<file path="src/rtl/fba_pkg.sv">
package fba_pkg;
  typedef enum logic [1:0] {
    ST_IDLE,
    ST_GRANT,
    ST_CYCLE,
    ST_DRAIN
  } fba_state_e;
endpackage

</file>
<file path="src/rtl/fba_regbank.sv">
module fba_regbank #(
  parameter int N_CARDS = 4
) (
  input  logic               clk_i,
  input  logic               rst_ni,
  input  logic [N_CARDS-1:0] req_ni,
  input  logic [N_CARDS-1:0] clr_i,
  output logic [N_CARDS-1:0] reg_o,
  output logic [N_CARDS-1:0] tog_o
);
  logic [N_CARDS-1:0] prev_q, reg_q;

  // a request counts once per falling sample, even if held
  assign tog_o = prev_q & ~req_ni;
  assign reg_o = reg_q;

  always_ff @(posedge clk_i or negedge rst_ni) begin
    if (!rst_ni) begin
      prev_q <= '1;
      reg_q  <= '0;
    end else begin
      prev_q <= req_ni;
      reg_q  <= (reg_q ^ tog_o) & ~clr_i;
    end
  end

  for (genvar gi = 0; gi < N_CARDS; gi++) begin : g_chk

    toggle_chk: assert property (@(posedge clk_i) disable iff (!rst_ni)
      ($fell(req_ni[gi]) && !clr_i[gi]) |=> (reg_o[gi] != $past(reg_o[gi])));

    clr_chk: assert property (@(posedge clk_i) disable iff (!rst_ni)
      clr_i[gi] |=> !reg_o[gi]);
  end
endmodule

</file>
<file path="src/rtl/fba_rr_pick.sv">
module fba_rr_pick #(
  parameter int SLOTS  = 5,
  parameter int SLOT_W = $clog2(SLOTS)
) (
  input  logic [SLOTS-1:0]  elig_i,
  input  logic [SLOT_W-1:0] ptr_i,
  output logic              valid_o,
  output logic [SLOT_W-1:0] win_o
);
  int cand;

  // walk backwards so the slot nearest after ptr_i is written last
  always_comb begin
    valid_o = 1'b0;
    win_o   = '0;
    cand    = 0;
    for (int k = SLOTS; k >= 1; k--) begin
      cand = int'(ptr_i) + k;
      if (cand >= SLOTS) cand = cand - SLOTS;
      if (elig_i[cand]) begin
        valid_o = 1'b1;
        win_o   = SLOT_W'(cand);
      end
    end
  end
endmodule

</file>
<file path="src/rtl/fba_timeout.sv">
module fba_timeout #(
  parameter int LIMIT = 32,
  parameter int CNT_W = $clog2(LIMIT + 1)
) (
  input  logic clk_i,
  input  logic rst_ni,
  input  logic run_i,
  output logic fire_o
);
  logic [CNT_W-1:0] cnt_q;

  assign fire_o = run_i && (cnt_q == CNT_W'(LIMIT - 1));

  always_ff @(posedge clk_i or negedge rst_ni) begin
    if (!rst_ni)      cnt_q <= '0;
    else if (!run_i)  cnt_q <= '0;
    else if (!fire_o) cnt_q <= cnt_q + 1'b1;
  end


  no_overflow_chk: assert property (@(posedge clk_i) disable iff (!rst_ni)
    cnt_q < CNT_W'(LIMIT));

  if (LIMIT > 1) begin : g_run_chk

    fire_after_run_chk: assert property (@(posedge clk_i) disable iff (!rst_ni)
      fire_o |-> $past(run_i));
  end
endmodule

</file>
<file path="src/rtl/fair_bus_arbiter.sv">
module fair_bus_arbiter
  import fba_pkg::*;
#(
  parameter int N_CARDS        = 4,
  parameter int TIMEOUT_CYCLES = 32
) (
  input  logic               clk_i,
  input  logic               rst_ni,
  input  logic               cpu_req_i,
  input  logic [N_CARDS-1:0] req_ni,
  input  logic               cyc_strobe_ni,
  input  logic               lock_i,
  output logic [N_CARDS-1:0] grant_no,
  output logic               cpu_grant_o,
  output logic               bus_own_no,
  output logic               grant_ack_no,
  output logic               berr_o
);
  localparam int SLOTS  = N_CARDS + 1;
  localparam int SLOT_W = $clog2(SLOTS);

  fba_state_e st_q, st_d;
  logic [SLOT_W-1:0] owner_q, owner_d, ptr_q, ptr_d, pick_win;
  logic [N_CARDS-1:0] reg_w, tog_w, clr_w, own_mask;
  logic [SLOTS-1:0] elig_w;
  logic pick_valid, tmo_fire, tmo_run, owner_leave, owner_elig, card_owner, granting;

  assign elig_w     = {reg_w, cpu_req_i};
  assign card_owner = (owner_q != '0);
  assign owner_elig = elig_w[owner_q];
  assign tmo_run    = (st_q == ST_CYCLE) && !cyc_strobe_ni;

  fba_regbank #(.N_CARDS(N_CARDS)) i_regbank (
    .clk_i (clk_i),
    .rst_ni(rst_ni),
    .req_ni(req_ni),
    .clr_i (clr_w),
    .reg_o (reg_w),
    .tog_o (tog_w)
  );

  fba_rr_pick #(.SLOTS(SLOTS), .SLOT_W(SLOT_W)) i_pick (
    .elig_i (elig_w),
    .ptr_i  (ptr_q),
    .valid_o(pick_valid),
    .win_o  (pick_win)
  );

  fba_timeout #(.LIMIT(TIMEOUT_CYCLES)) i_timeout (
    .clk_i (clk_i),
    .rst_ni(rst_ni),
    .run_i (tmo_run),
    .fire_o(tmo_fire)
  );

  always_comb begin
    for (int i = 0; i < N_CARDS; i++) own_mask[i] = (owner_q == SLOT_W'(i + 1));
    clr_w       = own_mask & {N_CARDS{(st_q == ST_CYCLE) && tmo_fire}};
    owner_leave = (|(own_mask & tog_w & reg_w)) || (!card_owner && !cpu_req_i);
  end

  always_comb begin
    st_d    = st_q;
    owner_d = owner_q;
    ptr_d   = ptr_q;
    unique case (st_q)
      ST_IDLE: if (pick_valid) begin
        st_d    = ST_GRANT;
        owner_d = pick_win;
        ptr_d   = pick_win;
      end
      ST_GRANT: begin
        if (owner_leave)         st_d = ST_IDLE;
        else if (!cyc_strobe_ni) st_d = ST_CYCLE;
      end
      ST_CYCLE: begin
        if (tmo_fire)           st_d = ST_DRAIN;
        else if (cyc_strobe_ni) st_d = (lock_i && owner_elig) ? ST_GRANT : ST_IDLE;
      end
      ST_DRAIN: if (cyc_strobe_ni) st_d = ST_IDLE;
      default:  st_d = ST_IDLE;
    endcase
  end

  always_ff @(posedge clk_i or negedge rst_ni) begin
    if (!rst_ni) begin
      st_q    <= ST_IDLE;
      owner_q <= '0;
      ptr_q   <= '0;
    end else begin
      st_q    <= st_d;
      owner_q <= owner_d;
      ptr_q   <= ptr_d;
    end
  end

  assign granting = (st_q == ST_GRANT) || ((st_q == ST_CYCLE) && lock_i);

  always_comb begin
    for (int i = 0; i < N_CARDS; i++) grant_no[i] = !(granting && own_mask[i]);
  end
  assign cpu_grant_o  = granting && !card_owner;
  assign bus_own_no   = !((st_q != ST_IDLE) && card_owner);
  assign grant_ack_no = !(((st_q == ST_CYCLE) || (st_q == ST_DRAIN)) && card_owner);
  assign berr_o       = (st_q == ST_DRAIN);


  grant_onehot_chk: assert property (@(posedge clk_i) disable iff (!rst_ni)
    $onehot0({~grant_no, cpu_grant_o}));

  idle_pick_chk: assert property (@(posedge clk_i) disable iff (!rst_ni)
    (st_q == ST_IDLE && |elig_w) |=> (st_q == ST_GRANT));

  grant_release_chk: assert property (@(posedge clk_i) disable iff (!rst_ni)
    (st_q == ST_GRANT && !cyc_strobe_ni && !owner_leave)
      |=> (lock_i || (grant_no == '1 && !cpu_grant_o)));

  lock_regrant_chk: assert property (@(posedge clk_i) disable iff (!rst_ni)
    (st_q == ST_CYCLE && cyc_strobe_ni && lock_i && owner_elig)
      |=> (st_q == ST_GRANT && owner_q == $past(owner_q)));

  leave_chk: assert property (@(posedge clk_i) disable iff (!rst_ni)
    (st_q == ST_GRANT && owner_leave) |=> (grant_no == '1 && !cpu_grant_o));

  berr_unreg_chk: assert property (@(posedge clk_i) disable iff (!rst_ni)
    ($rose(berr_o) && card_owner) |-> !elig_w[owner_q]);

  own_ack_chk: assert property (@(posedge clk_i) disable iff (!rst_ni)
    !grant_ack_no |-> !bus_own_no);
endmodule

</file>
<file path="config.mk">
export PLATFORM = sky130hd
export DESIGN_NAME = fair_bus_arbiter
export DESIGN_NICKNAME = d
export VERILOG_FILES = /design/src/rtl/fba_pkg.sv /design/src/rtl/fba_regbank.sv /design/src/rtl/fba_rr_pick.sv /design/src/rtl/fba_timeout.sv /design/src/rtl/fair_bus_arbiter.sv
export SDC_FILE = /design/constraint.sdc
export NUM_CORES = 1
export LEC_CHECK = 0
export CORE_ASPECT_RATIO = 1.2
export CORE_MARGIN = 4
export CORE_UTILIZATION = 59
export DETAILED_ROUTE_END_ITERATION = 6
export GPL_ROUTABILITY_DRIVEN = 0
export PLACE_DENSITY = 0.88
export SYNTH_ARGS = -nofsm -noshare
export SYNTH_HDL_FRONTEND = slang
export SYNTH_HIERARCHICAL = 1
export SYNTH_SLANG_ARGS = --single-unit
</file>
<file path="constraint.sdc">
create_clock -name clk_i -period 4.4 [get_ports clk_i]
set_clock_uncertainty 0.2 [all_clocks]
set_input_delay 1.1 -clock clk_i [delete_from_list [all_inputs] [get_ports clk_i]]
set_output_delay 1.1 -clock clk_i [all_outputs]
set_load 0.01 [all_outputs]
</file>
==> metrics, run 1 <==
part of the power in combinational logic 77.7%; Rel. slew slack between 40 and 50%; CTS tree done; Hold Crit Class register to register; ratio of cells with drive above 1 in the final layout 15.1%; DRC 0; Vias/cell between 6 and 7; largest net degree at the start of global routing between 40 and 50; most frequent cells in the layout nor2_1, a21oi_1, clkdlybuf4s50_1; H-tree levels 1; Routed WL approximately 5300 µm; Crit. End Element register; CP startpoint kind primary input; CORE AREA between 3000 and 4000 µm²; ranking of synthesized cells by area dfrtp_1, ha_1, mux2i_1, dfstp_2, nor2_1; RSZ-0062 raised after global routing false; sw frac between 50% and 60%; leading area contributor after synthesis dfrtp_1; First-pass DRT Iterations 4; syn_nets roughly 280; CP required around 4400 ps; Worst-Skew Late Latency roughly 260 ps; Initial Util about three fifths; Ys Warns 6; Crit path arrival time ~3800 ps; row cnt 24; Sequential Power Share 16.1%; hold buffer count at cts 0; fin util 67.5%; clk buf depth 2; aggregate negative setup slack 0 ps; most common cell after layout, fill and taps aside nor2_1; GRT Total Usage a little under a quarter; post-route minimum period roughly 3800 ps; hold slack between 300 and 400 ps; Die ar. between 4000 and 5000 µm²; top-level I/O count 17; reg2reg setup slack between 700 and 800 ps; synth unique cells 67; routed len/inst ~16 µm; Die W approximately 64 µm; clock sink count 19; Post-synth ARST share 100%; # diodes 0; slew at the pin with the worst max-slew slack 860 ps; PostCTS Resize Cnt 0; DR vias roughly 2000; initial antenna violation count 0; vias in the first global route around 2000; outcome finished, final reports clean; ys flop type dfrtp_1; Max Cap Violations 0; setup bufs post-CTS 0; Pins Over Slew Limit 0; syn avg cell area ~8.6 µm²; Static Leakage between 1 and 1.5 nW; first-pass GRT wire length 8850 µm; Final ANT Viol Nets 0; Root Buffer clkbuf_8; clock slew at reported path FFs roughly 70 ps; CP Max Fanout 9; Final Instance Area 2450 µm²; Final Hold Fails 0; Net Sw Power 1.02 mW; Clk pwr share 6.1%; placed inst area ~2400 µm²; Final Power between 1.5 and 2 mW; fillers 292; fin crit share between 80% and 90%; Die Height 75.5 µm; Seq cells post-synth 19; post-synthesis instance total between 200 and 300; WS Path Type primary input to register; Mapped Area about 2200 µm²; post-synthesis sequential area ratio between 20% and 30%; DR iter-0 viols between 100 and 150; global route overflow 0; EDFF count, synth 0; setup violators final 0; maximum vdd ir drop 0.000431 V; HPWL after DPL around 3800 µm; P&R area growth vs syn 9.44%; Synth top area share 16.8%; Pwr per Cell Area 812 nW/µm²; CTS Buf Count 3; buffers added on ports 16; Max Clock Freq approximately 0.26 GHz; P_int a little under 1 mW; fin nets about 290
==> area by class of cell <==
cell class / instances / area (µm²) / area share [%]
inverters: 12 / 45.0 / 1.84
clock inverters: 1 / 5.00 / 0.204
repair buffers: 19 / 183 / 7.45
well taps: 52 / 65.1 / 2.65
clock buffers: 3 / 41.3 / 1.68
flip-flops and latches: 19 / 480 / 19.6
multi-input cells: 217 / 1630 / 66.6
==> worst paths after layout <==
path                                                      from                              to  cells after the start
worst min-delay path            i_timeout/cnt_q[3]$_DFFE_PN0P_  i_timeout/cnt_q[3]$_DFFE_PN0P_                      1
worst min register to register  i_timeout/cnt_q[3]$_DFFE_PN0P_  i_timeout/cnt_q[3]$_DFFE_PN0P_                      1
worst max-delay path                                 cpu_req_i            ptr_q[1]$_DFFE_PN0P_                     10
min in group asynchronous                               rst_ni  i_timeout/cnt_q[4]$_DFFE_PN0P_                      1
worst max register to register            ptr_q[2]$_DFFE_PN0P_             st_q[0]$_DFFE_PN0P_                     12
max in group asynchronous                               rst_ni    i_regbank/reg_o[1]$_DFF_PN0_                      1
==> cells in the mapped netlist, drive strengths merged (6+ instances only) <==
library cell / count
nor2: 27
a21oi: 22
dfrtp: 15
nand2: 15
nor2b: 14
ha: 13
inv: 12
mux2i: 12
o21ai: 12
buf: 9
nor3: 9
mux2: 8
nand3: 7
a211oi: 6
and2: 6
and3: 6
nand2b: 6
==> worst max-delay path, stage by stage <==
cell	delay, ps
clkdlybuf4s50_1	570
mux4_2	530
and3_1	200
a21oi_2	110
a21oi_2	80
or2_4	280
a211o_1	270
a311oi_1	240
a211oi_1	90
mux2_1	300
==> layer usage <==
metal | up-vias | track usage [%] | share of wire [%]
met5 | - | 0 | 0
met4 | 0 | 13.8 | 4.6
met3 | 23 | 2.36 | 4.9
met2 | 72 | 41.6 | 51
met1 | 922 | 26.7 | 39
li1 | 977 | - | -
==> flip-flops by register name, summed over array words and instances, names as in the netlist <==
name / count
i_regbank/reg_o: 4
i_regbank/prev_q: 4
ptr_q: 3
st_q: 2
i_timeout/cnt_q: 6
==> per-stage QoR <==
| step | std cells | worst slack [ps] |
|---|---|---|
| CTS | 323 | 583 |
| finish | 323 | 574 |
| global route | 323 | 435 |
| global placement | 319 | 397 |
| floorplan | 260 | 992 |
| detailed placement | 319 | 323 |
==> power by group through the flow <==
| stage | clock network [mW] | logic (mW) | registers, mW |
|---|---|---|---|
| after floorplan | 0 | 1.25 | 0.294 |
| after global placement | 0 | 1.49 | 0.317 |
| after detailed placement | 0 | 1.52 | 0.319 |
| after CTS | 0.122 | 1.54 | 0.316 |
| after global routing | 0.132 | 1.72 | 0.328 |
| final | 0.122 | 1.55 | 0.322 |
==> cell families after synthesis <==
logic type	Yosys count	synth area share, %
and+or+nand+nor	109	29.7
muxes	23	13.2
buffers and inverters	24	5.70
xor gates and xnor gates	3	1.51
adders and majority gates	13	7.26
DFF	19	21.5
AOI/OAI and AO/OA	69	21.2
(Power assumes the default switching activity.)
==> run 2: changes to the inputs <==
--- a/config.mk
+++ b/config.mk
@@ -8,6 +8,7 @@
 export CORE_ASPECT_RATIO = 1.2
 export CORE_MARGIN = 4
 export CORE_UTILIZATION = 59
+export CTS_CLUSTER_SIZE = 16
 export DETAILED_ROUTE_END_ITERATION = 6
 export GPL_ROUTABILITY_DRIVEN = 0
 export PLACE_DENSITY = 0.88
==> results of run 2 <==
The final DEF is identical to that of run 1; final timing and power are the same.
==> run 3: changes to the inputs <==
--- a/config.mk
+++ b/config.mk
@@ -5,10 +5,10 @@
 export SDC_FILE = /design/constraint.sdc
 export NUM_CORES = 1
 export LEC_CHECK = 0
+export ABC_AREA = 0
 export CORE_ASPECT_RATIO = 1.2
 export CORE_MARGIN = 4
 export CORE_UTILIZATION = 59
-export CTS_CLUSTER_SIZE = 16
 export DETAILED_ROUTE_END_ITERATION = 6
 export GPL_ROUTABILITY_DRIVEN = 0
 export PLACE_DENSITY = 0.88
==> results of run 3 <==
The final DEF is identical to that of run 1; final timing and power are the same.
